$ cat config.mk
export PLATFORM = sky130hd
export DESIGN_NAME = idxcfg_port
export DESIGN_NICKNAME = d
export VERILOG_FILES = /design/src/rtl/cfgp_pkg.sv /design/src/rtl/cfgp_key_fsm.sv /design/src/rtl/cfgp_dev_bank.sv /design/src/rtl/idxcfg_port.sv
export SDC_FILE = /design/constraint.sdc
export NUM_CORES = 1
export LEC_CHECK = 0
export BUFFER_PORTS_ARGS = -buffer_cell sky130_fd_sc_hd__buf_2
export CORE_MARGIN = 5
export CORE_UTILIZATION = 57
export CTS_CLUSTER_SIZE = 28
export DETAILED_ROUTE_END_ITERATION = 10
export GPL_TIMING_DRIVEN = 0
export PLACE_DENSITY = 0.81
export SYNTH_ARGS = -nofsm -noshare
export SYNTH_HDL_FRONTEND = slang
export SYNTH_SLANG_ARGS = --single-unit
$ cat constraint.sdc
create_clock -name clk -period 23.9 [get_ports clk]
set_input_delay 1.195 -clock clk [delete_from_list [all_inputs] [get_ports clk]]
set_output_delay 1.195 -clock clk [all_outputs]
set_load 0.005 [all_outputs]
$ cat src/rtl/cfgp_pkg.sv
package cfgp_pkg;
  typedef enum logic [1:0] {ST_LOCKED, ST_KEY1, ST_OPEN} cfg_state_e;

  localparam logic [7:0] KEY_ENTER = 8'h87;
  localparam logic [7:0] KEY_EXIT  = 8'hAA;
  localparam logic [7:0] PTR_LDN   = 8'h07;
  localparam logic [7:0] PTR_GATE  = 8'h26;
  localparam int         GATE_BIT  = 6;
  localparam logic [7:0] SLOT_ACT  = 8'h30;
  localparam logic [7:0] SLOT_B0H  = 8'h60;
  localparam logic [7:0] SLOT_B0L  = 8'h61;
  localparam logic [7:0] SLOT_B1H  = 8'h62;
  localparam logic [7:0] SLOT_B1L  = 8'h63;
  localparam logic [7:0] SLOT_IRQN = 8'h70;
  localparam logic [7:0] SLOT_IRQT = 8'h71;
endpackage

$ cat src/rtl/cfgp_key_fsm.sv
module cfgp_key_fsm
  import cfgp_pkg::*;
(
  input  logic       clk,
  input  logic       rst_n,
  input  logic       wr,
  input  logic       sel,
  input  logic [7:0] wdata,
  output logic       open_o
);
  cfg_state_e state_q, state_d;
  logic ptr_wr;
  assign ptr_wr = wr && !sel;

  always_comb begin
    state_d = state_q;
    if (wr) begin
      case (state_q)
        ST_LOCKED: if (ptr_wr && wdata == KEY_ENTER) state_d = ST_KEY1;
        ST_KEY1:   state_d = (ptr_wr && wdata == KEY_ENTER) ? ST_OPEN : ST_LOCKED;
        ST_OPEN:   if (ptr_wr && wdata == KEY_EXIT) state_d = ST_LOCKED;
        default:   state_d = ST_LOCKED;
      endcase
    end
  end

  always_ff @(posedge clk or negedge rst_n) begin
    if (!rst_n) state_q <= ST_LOCKED;
    else        state_q <= state_d;
  end

  assign open_o = (state_q == ST_OPEN);

  a_r2_open_after_key: assert property (@(posedge clk) disable iff (!rst_n)
    $rose(open_o) |-> $past(ptr_wr && wdata == KEY_ENTER));
  a_r3_cancel_entry: assert property (@(posedge clk) disable iff (!rst_n)
    (state_q == ST_KEY1 && wr && !(ptr_wr && wdata == KEY_ENTER)) |=> !open_o);
  a_r4_exit_key: assert property (@(posedge clk) disable iff (!rst_n)
    (open_o && ptr_wr && wdata == KEY_EXIT) |=> !open_o);
endmodule

$ cat src/rtl/cfgp_dev_bank.sv
module cfgp_dev_bank
  import cfgp_pkg::*;
(
  input  logic        clk,
  input  logic        rst_n,
  input  logic        we,
  input  logic [7:0]  slot,
  input  logic [7:0]  wdata,
  output logic        act_o,
  output logic [15:0] base0_o,
  output logic [15:0] base1_o,
  output logic [7:0]  irqn_o,
  output logic [7:0]  irqt_o,
  output logic [7:0]  rdata_o
);
  logic        act_q, act_d;
  logic [7:0]  b0h_q, b0l_q, b1h_q, b1l_q, irqn_q, irqt_q;
  logic [7:0]  b0h_d, b0l_d, b1h_d, b1l_d, irqn_d, irqt_d;

  always_comb begin
    act_d = act_q; b0h_d = b0h_q; b0l_d = b0l_q; b1h_d = b1h_q;
    b1l_d = b1l_q; irqn_d = irqn_q; irqt_d = irqt_q;
    if (we) begin
      case (slot)
        SLOT_ACT:  act_d  = wdata[0];
        SLOT_B0H:  b0h_d  = wdata;
        SLOT_B0L:  b0l_d  = wdata;
        SLOT_B1H:  b1h_d  = wdata;
        SLOT_B1L:  b1l_d  = wdata;
        SLOT_IRQN: irqn_d = wdata;
        SLOT_IRQT: irqt_d = wdata;
        default: ;
      endcase
    end
  end

  always_ff @(posedge clk or negedge rst_n) begin
    if (!rst_n) begin
      act_q <= 1'b0; b0h_q <= '0; b0l_q <= '0; b1h_q <= '0;
      b1l_q <= '0; irqn_q <= '0; irqt_q <= '0;
    end else begin
      act_q <= act_d; b0h_q <= b0h_d; b0l_q <= b0l_d; b1h_q <= b1h_d;
      b1l_q <= b1l_d; irqn_q <= irqn_d; irqt_q <= irqt_d;
    end
  end

  always_comb begin
    case (slot)
      SLOT_ACT:  rdata_o = {7'd0, act_q};
      SLOT_B0H:  rdata_o = b0h_q;
      SLOT_B0L:  rdata_o = b0l_q;
      SLOT_B1H:  rdata_o = b1h_q;
      SLOT_B1L:  rdata_o = b1l_q;
      SLOT_IRQN: rdata_o = irqn_q;
      SLOT_IRQT: rdata_o = irqt_q;
      default:   rdata_o = 8'h00;
    endcase
  end

  assign act_o   = act_q;
  assign base0_o = {b0h_q, b0l_q};
  assign base1_o = {b1h_q, b1l_q};
  assign irqn_o  = irqn_q;
  assign irqt_o  = irqt_q;

  a_r6_act_only_bit0: assert property (@(posedge clk) disable iff (!rst_n)
    (we && slot == SLOT_ACT) |=> (rdata_o[7:1] == 7'd0 || slot != SLOT_ACT));
endmodule

$ cat src/rtl/idxcfg_port.sv
module idxcfg_port
  import cfgp_pkg::*;
#(
  parameter int NDEV = 9
) (
  input  logic              clk,
  input  logic              rst_n,
  input  logic              bus_wr,
  input  logic              bus_sel,
  input  logic [7:0]        bus_wdata,
  output logic [7:0]        bus_rdata,
  output logic              cfg_open,
  output logic [NDEV-1:0]   dev_active,
  output logic [NDEV*16-1:0] dev_base0,
  output logic [NDEV*16-1:0] dev_base1,
  output logic [NDEV*8-1:0] dev_irq_num,
  output logic [NDEV*8-1:0] dev_irq_type
);
  localparam int NGLOB = 16;

  logic [1:0] rst_sync_q;
  logic       rst_i_n;
  always_ff @(posedge clk or negedge rst_n) begin
    if (!rst_n) rst_sync_q <= 2'b00;
    else        rst_sync_q <= {rst_sync_q[0], 1'b1};
  end
  assign rst_i_n = rst_sync_q[1];

  logic open_w;
  cfgp_key_fsm u_fsm (
    .clk(clk), .rst_n(rst_i_n), .wr(bus_wr), .sel(bus_sel),
    .wdata(bus_wdata), .open_o(open_w)
  );

  logic [7:0] ptr_q, ptr_d, ldn_q, ldn_d;
  logic [7:0] glob_q [NGLOB];
  logic       ptr_we, val_we, glob_we, gate, ldn_ok, dev_space;

  assign ptr_we    = open_w && bus_wr && !bus_sel && bus_wdata != KEY_EXIT;
  assign val_we    = open_w && bus_wr && bus_sel;
  assign glob_we   = val_we && ptr_q[7:4] == 4'h2;
  assign gate      = glob_q[PTR_GATE[3:0]][GATE_BIT];
  assign ldn_ok    = ldn_q < 8'(NDEV);
  assign dev_space = ptr_q >= SLOT_ACT;

  always_comb begin
    ptr_d = ptr_q;
    ldn_d = ldn_q;
    if (ptr_we) ptr_d = bus_wdata;
    if (val_we && ptr_q == PTR_LDN) ldn_d = bus_wdata;
  end

  always_ff @(posedge clk or negedge rst_i_n) begin
    if (!rst_i_n) begin
      ptr_q <= '0;
      ldn_q <= '0;
      for (int i = 0; i < NGLOB; i++) glob_q[i] <= '0;
    end else begin
      ptr_q <= ptr_d;
      ldn_q <= ldn_d;
      if (glob_we) glob_q[ptr_q[3:0]] <= bus_wdata;
    end
  end

  logic [7:0] bank_rd [NDEV];
  for (genvar d = 0; d < NDEV; d++) begin : g_bank
    logic bank_we;
    assign bank_we = val_we && gate && dev_space && ldn_q == 8'(d);
    cfgp_dev_bank u_bank (
      .clk(clk), .rst_n(rst_i_n), .we(bank_we), .slot(ptr_q), .wdata(bus_wdata),
      .act_o(dev_active[d]), .base0_o(dev_base0[d*16 +: 16]),
      .base1_o(dev_base1[d*16 +: 16]), .irqn_o(dev_irq_num[d*8 +: 8]),
      .irqt_o(dev_irq_type[d*8 +: 8]), .rdata_o(bank_rd[d])
    );
  end

  always_comb begin
    bus_rdata = 8'h00;
    if (open_w) begin
      if (ptr_q == PTR_LDN)          bus_rdata = ldn_q;
      else if (ptr_q[7:4] == 4'h2)   bus_rdata = glob_q[ptr_q[3:0]];
      else if (dev_space && gate && ldn_ok) begin
        for (int i = 0; i < NDEV; i++)
          if (ldn_q == 8'(i)) bus_rdata = bank_rd[i];
      end
    end
  end

  assign cfg_open = open_w;

  a_r2_closed_reads_zero: assert property (@(posedge clk) disable iff (!rst_i_n)
    !cfg_open |-> bus_rdata == 8'h00);
  a_r4_closed_keeps_state: assert property (@(posedge clk) disable iff (!rst_i_n)
    !cfg_open |=> ($stable(dev_base0) && $stable(dev_active) && $stable(dev_irq_num)));
  a_r9_gate_blocks_dev: assert property (@(posedge clk) disable iff (!rst_i_n)
    !gate |=> ($stable(dev_base1) && $stable(dev_irq_type) && $stable(dev_active)));
  a_r10_bad_ldn_zero: assert property (@(posedge clk) disable iff (!rst_i_n)
    (cfg_open && !ldn_ok && dev_space) |-> bus_rdata == 8'h00);
endmodule

Word level (Yosys, flattened, before mapping)
Cells that the tools add are included.
{ "word_totals": {"reg_bits": 589, "input_bits": 12, "out_inout_bits": 450, "wordCells": 234} }
{ "op_classes": {"n_lt_le_gt_ge": 4, "n_eq_ne": 24, "mux": 32, "n_bitwise": 1, "reduce_logical": 90} }
{ "ops": {"columns": ["operator", "count"], "rows": [
  ["8-bit one-hot mux with 7 select lines", 9],
  ["128-bit bitwise mux", 1],
  ["8-bit 2-to-1 mux", 16],
  ["2-bit AND reduction", 63],
  ["8-bit by 7-bit equality test with 1-bit output, second input constant", 6],
  ["8-bit by 3-bit equality test with 1-bit output, second input constant", 5],
  ["8-bit binary-select mux with 4-bit select", 1],
  ["8-bit demux with 4-bit select", 1],
  ["1-bit logical AND", 23],
  ["8-bit by 2-bit equality test with 1-bit output, second input constant", 2],
  ["8-bit equality test, second input constant", 2],
  ["8-bit by 1-bit equality test with 1-bit output, second input constant", 1],
  ["8-bit by 4-bit equality test with 1-bit output, second input constant", 1],
  ["8-bit by 6-bit equality test with 1-bit output, second input constant", 1],
  ["8-bit by 6-bit greater-or-equal comparator with 1-bit output, second input constant", 1],
  ["8-bit logical NOT", 1],
  ["8-bit by 4-bit less-than comparator with 1-bit output, second input constant", 1],
  ["8-bit inequality test, second input constant", 1],
  ["2-bit 2-to-1 mux", 3],
  ["2-bit one-hot mux with 3 select lines", 1],
  ["5-bit greater-or-equal comparator, second input constant", 1],
  ["5-bit by 1-bit less-than comparator with 1-bit output, second input constant", 1],
  ["4-bit inverter with 5-bit output", 1],
  ["4-bit by 2-bit equality test with 1-bit output, second input constant", 1],
  ["6 further kinds", 7]
]} }

Logic depth before layout (Yosys ltp)
{ "logic_depth": {"ltp_word": 15, "mapped_depth": 12, "mapped_depth_nobuf": 8} }

By module
Synthesis repeated with hierarchy kept, for this count alone.
{ "hier_totals": {"cells_unflattened": 1946, "hier_area_um2": 29173.0} }
{ "by_module_without_submodules": {"columns": ["mod", "instances", "cells_per_inst", "area_per_inst_um2", "seq_area_each_um2"], "rows": [
  ["cfgp_dev_bank", 9, 152, 2378.5, 1226.2],
  ["idxcfg_port", 1, 561, 7613.6, 3653.5],
  ["cfgp_key_fsm", 1, 17, 152.6, 50.0]
]} }

Least setup slack after synthesis
Ideal clock, no wire load.
{ "synth_timing": {"kind": "flip-flop to output port", "startpoint": "register ptr_q[1]", "endpoint": "output bus_rdata[5]", "arrival_ns": 2.488, "required_time_ns": 22.705, "path_slack_ns": 20.217, "stages_incl_launch_ff": 12, "n_path_buf": 3, "path_cell_list": "dfrtp_1 buf_2 or4_1 buf_4 nor4_4 a31oi_1 or3_1 buf_2 a31oi_1 or3_1 a31oi_1 o32ai_1"} }
{ "synth_between": {"elab_chain_cells": 15, "word_cells_on_any_way": 37, "cone_classes": "1 x order compare; 8 x eq/ne; 25 x mux; 1 x bitwise; 2 x reduce/logical"} }
{ "synth_lines": {"columns": ["item", "line", "rtl"], "rows": [
  ["start: declaration", "idxcfg_port.sv:35", "logic [7:0] ptr_q, ptr_d, ldn_q, ldn_d;"],
  ["start signal: assignment", "idxcfg_port.sv:59", "ptr_q <= ptr_d;"],
  ["8-bit by 7-bit equality test with 1-bit output or 8-bit by 6-bit equality test with 1-bit output (tied branches)", "cfgp_dev_bank.sv:48", "case (slot)"],
  ["8-bit one-hot mux with 7 select lines", "cfgp_dev_bank.sv:48", null],
  ["8-bit 2-to-1 mux (9 in a row)", "idxcfg_port.sv:84", "if (ldn_q == 8'(i)) bus_rdata = bank_rd[i];"],
  ["8-bit 2-to-1 mux", "idxcfg_port.sv:82", "else if (dev_space && gate && ldn_ok) begin"],
  ["8-bit 2-to-1 mux", "idxcfg_port.sv:81", "else if (ptr_q[7:4] == 4'h2) bus_rdata = glob_q[ptr_q[3:0]];"],
  ["8-bit 2-to-1 mux (*)", "idxcfg_port.sv:80", "if (ptr_q == PTR_LDN) bus_rdata = ldn_q;"],
  ["8-bit 2-to-1 mux (*)", "idxcfg_port.sv:79", "if (open_w) begin"],
  ["end: declaration", "idxcfg_port.sv:11", "output logic [7:0] bus_rdata,"]
]} }
Mark *: on every way between the ends. The rest lies on a longest branch, timed or not. The select of a mux whose other input is x is not followed.

Final worst setup path
{ "layout_timing": {"startpoint": "register ptr_q[1]", "endpoint": "output bus_rdata[1]"} }
Same word-level chain as after synthesis.

==> reports/qor.csv <==
metric,value,unit
outcome,completed,
cap_violations,0,
async_reset_ff_share,100.0,%
cts_buffers,59,
crit_chain,buf_2 -> buf_2 -> nor3_1 -> nand2_1 -> clkbuf_1 -> o22ai_1 -> o21ai_0 -> nand2_1 -> a21oi_1 -> o41ai_1 -> o2bb2ai_1 -> buf_2,
cts-root-buf,clkbuf_16,
hold_path.class,reg -> async,
drtAntennaViolNets,0,
cp_max_fo,10,
cpMostUsedCell,buf_2,
synthFlopType,dfrtp_1,
ys_top_cells_by_area,"dfrtp_1, mux2_2, mux4_2",
seq_area_frac_synth,54.46,%
yosys-top-cells-count,"mux2_2, dfrtp_1, clkbuf_1, a22oi_1, nand2_1",
port_buffers,457,
leakage,16.53,nW
yosysMostFrequentCell,mux2_2,
core_area,0.04675,mm2
syn-cell-area,0.02706,mm2
fmax,144.6,MHz
wl,117.1,mm
synth_compound_area_share,7.795,%
synth_xor_area_share,0,%
die_area,0.05194,mm2
criticalPathCategory,reg -> out,
dieHeight,227.9,um
hold_viol,0,
htreeDepth,2,
clk_pin_slew_worst_paths,0.07,ns
antenna_found_initial,3,
area_growth,19.94,%
synth_top_family_by_area,multiplexers,
vias,22410,
fin_nets,2521,
worst_slew_pin_slew,1.447,ns
synth.top_cell.area_share,54.46,%
syn_inst,1981,
drt-pass1-iter-count,6,
rsz0062_at_grt,no,
io_pins,462,
fin_ws,16.99,ns
clk_path_buf_depth,3,
cts_hold_buf,0,
worstSetupEndpointType,output pin,
cts.sinks,589,
start_kind,flop,
irDropWorstVdd,0.00005460,V
crit_required,22.71,ns
setup_viol,0,
drtIter0Drc,3660,
grt_max_degree,74,
final_layout_size_suffix_gt1_share,50.55,%
muxShareOfSynthArea,30.16,%
track_usage,43.72,%
dp_hpwl,85.70,mm
pre_cts_slack,18.06,ns
cts_setup_buffers,0,
min_period,6.914,ns
synth_cell_types,66,
synth-edff-count,0,
wl_per_cell,36.95,um
die_x,227.9,um
synth_nets,1993,
setup-tns-final,0,ns
yosys.area_share.simple,4.956,%
reg2reg_depth,7,
cts_resized,0,
grt_pass1_wl,165.7,mm
start_util,57.88,%
cts_tree,built,
avgSynthCellArea,13.66,um2
grt_pass1_vias,22487,
vias_per_cell,7.074,
layout.cells.non_filler,3168,
slew-limit-headroom,2.785,%
dp_cells,3055,
power_density,63.43,mW/mm2
ys_ff_latch,589,
route.detailed.drc,0,
critPathMaxStageDelay,1.19,ns
fin_worst_skew,0.03518,ns
fin_crit_sh,28.93,%
place_congestion,1.044,
synth_fa_ha_area_share,0,%
synth_top_area_cell,dfrtp_1,
ys_warn_count,0,
gr-total-overflow,0,
multiInputGateArea,0.01163,mm2
insertion_delay,0.66,ns
seq_area,0.01474,mm2
num_rows,79,
cp_data_arrival_time,5.72,ns
crit_path_top_delay_cell,nor3_1,
fill_cells,3305,
maxSlewViolCount,0,
[cells by family after synthesis]
logic type,after synthesis
simple gates,253
flops,589
mux,690
other cells,1
buf+inv,161
compound gates,287
[sequential cells by signal, summed over array words and instances (netlist names)]
name	cells
g_bank.u_bank.act_o	9
g_bank.u_bank.b0h_q	72
g_bank.u_bank.b0l_q	72
g_bank.u_bank.b1h_q	72
g_bank.u_bank.b1l_q	72
g_bank.u_bank.irqn_o	72
g_bank.u_bank.irqt_o	72
gate	1
glob_q	127
ldn_q	8
ptr_q	8
rst_sync_q	2
u_fsm.state_q	2
[layout by cell type, fill, tap and decap left out, drive strengths merged, types with 8 or more instances in the layout]
| cell | n |
|---|---|
| mux2i | 55 |
| o21ai | 33 |
| o22ai | 12 |
| mux2 | 594 |
| a31oi | 22 |
| nand2 | 77 |
| nor4 | 8 |
| mux4 | 41 |
| bufinv | 8 |
| a22o | 13 |
| nor2 | 90 |
| nor3 | 18 |
| a22oi | 90 |
| buf | 526 |
| clkinv | 11 |
| a221oi | 43 |
| dfrtp | 589 |
| a21oi | 19 |
| nand3 | 11 |
| clkbuf | 189 |
[per-stage QoR]
step / utilization, % / total power [mW] / hold slack (ns) / instance area [um2]
6_report: 69.42 / 2.059 / 0.3014 / 32460
5_1_grt: 69.41 / 2.099 / 0.3276 / 32450
4_1_cts: 69.41 / 2.049 / 0.3185 / 32450
3_5_place_dp: 64.96 / 1.071 / 0.3145 / 30370
3_3_place_gp: 64.40 / 1.066 / 0.3369 / 30110
2_1_floorplan: - / 1.042 / 0.3312 / 27060
[critical path: cells and delay by family (launching register included)]
| family | cells | cell delay (ns) |
|---|---|---|
| AO/OA/AOI/OAI | 5 | 1.50 |
| buffers and inverters | 4 | 1.17 |
| flip-flops | 1 | 0.35 |
| AND/OR/NAND/NOR | 3 | 2.02 |
[metal layers]
metal | vias to the layer above | track usage, % | share of wire [%]
met2 | 1978 | 65.68 | 44
li1 | 8508 | - | -
met1 | 11379 | 53.49 | 34
met5 | - | 0 | 0
met4 | 0 | 28.57 | 8.9
met3 | 545 | 16.15 | 13
[report_power, final]
group          internal, mW  switching, mW
clock network         0.591          0.412
registers             0.997        0.00126
logic               0.00753         0.0494
total                  1.60          0.463
[final cells by class]
cell class,count,share of cell area (%)
sequential,589,45.42
multi-input combinational,1231,35.85
timing repair buffer,467,7.795
clock buffer,89,5.393
tap,607,2.340
buffer,159,2.151
clock inverter,21,1.006
inverter,2,0.02313
antenna,3,0.02313
[path summary, 6_finish.rpt]
check	start	to	slack, ns
max	ptr_q[1]	bus_rdata[1]	16.99
min	rst_sync_q[1]	g_bank[0].u_bank.b1l_q[2]	0.30
max reg2reg	ptr_q[5]	g_bank[7].u_bank.irqn_o[6]	19.29
min reg2reg	rst_sync_q[1]	g_bank[0].u_bank.b1l_q[2]	0.30
max in group asynchronous	rst_sync_q[1]	g_bank[6].u_bank.b1h_q[6]	21.68
min in group clk	rst_sync_q[0]	rst_sync_q[1]	0.36
Note: power is estimated with default switching activity, not from simulation.
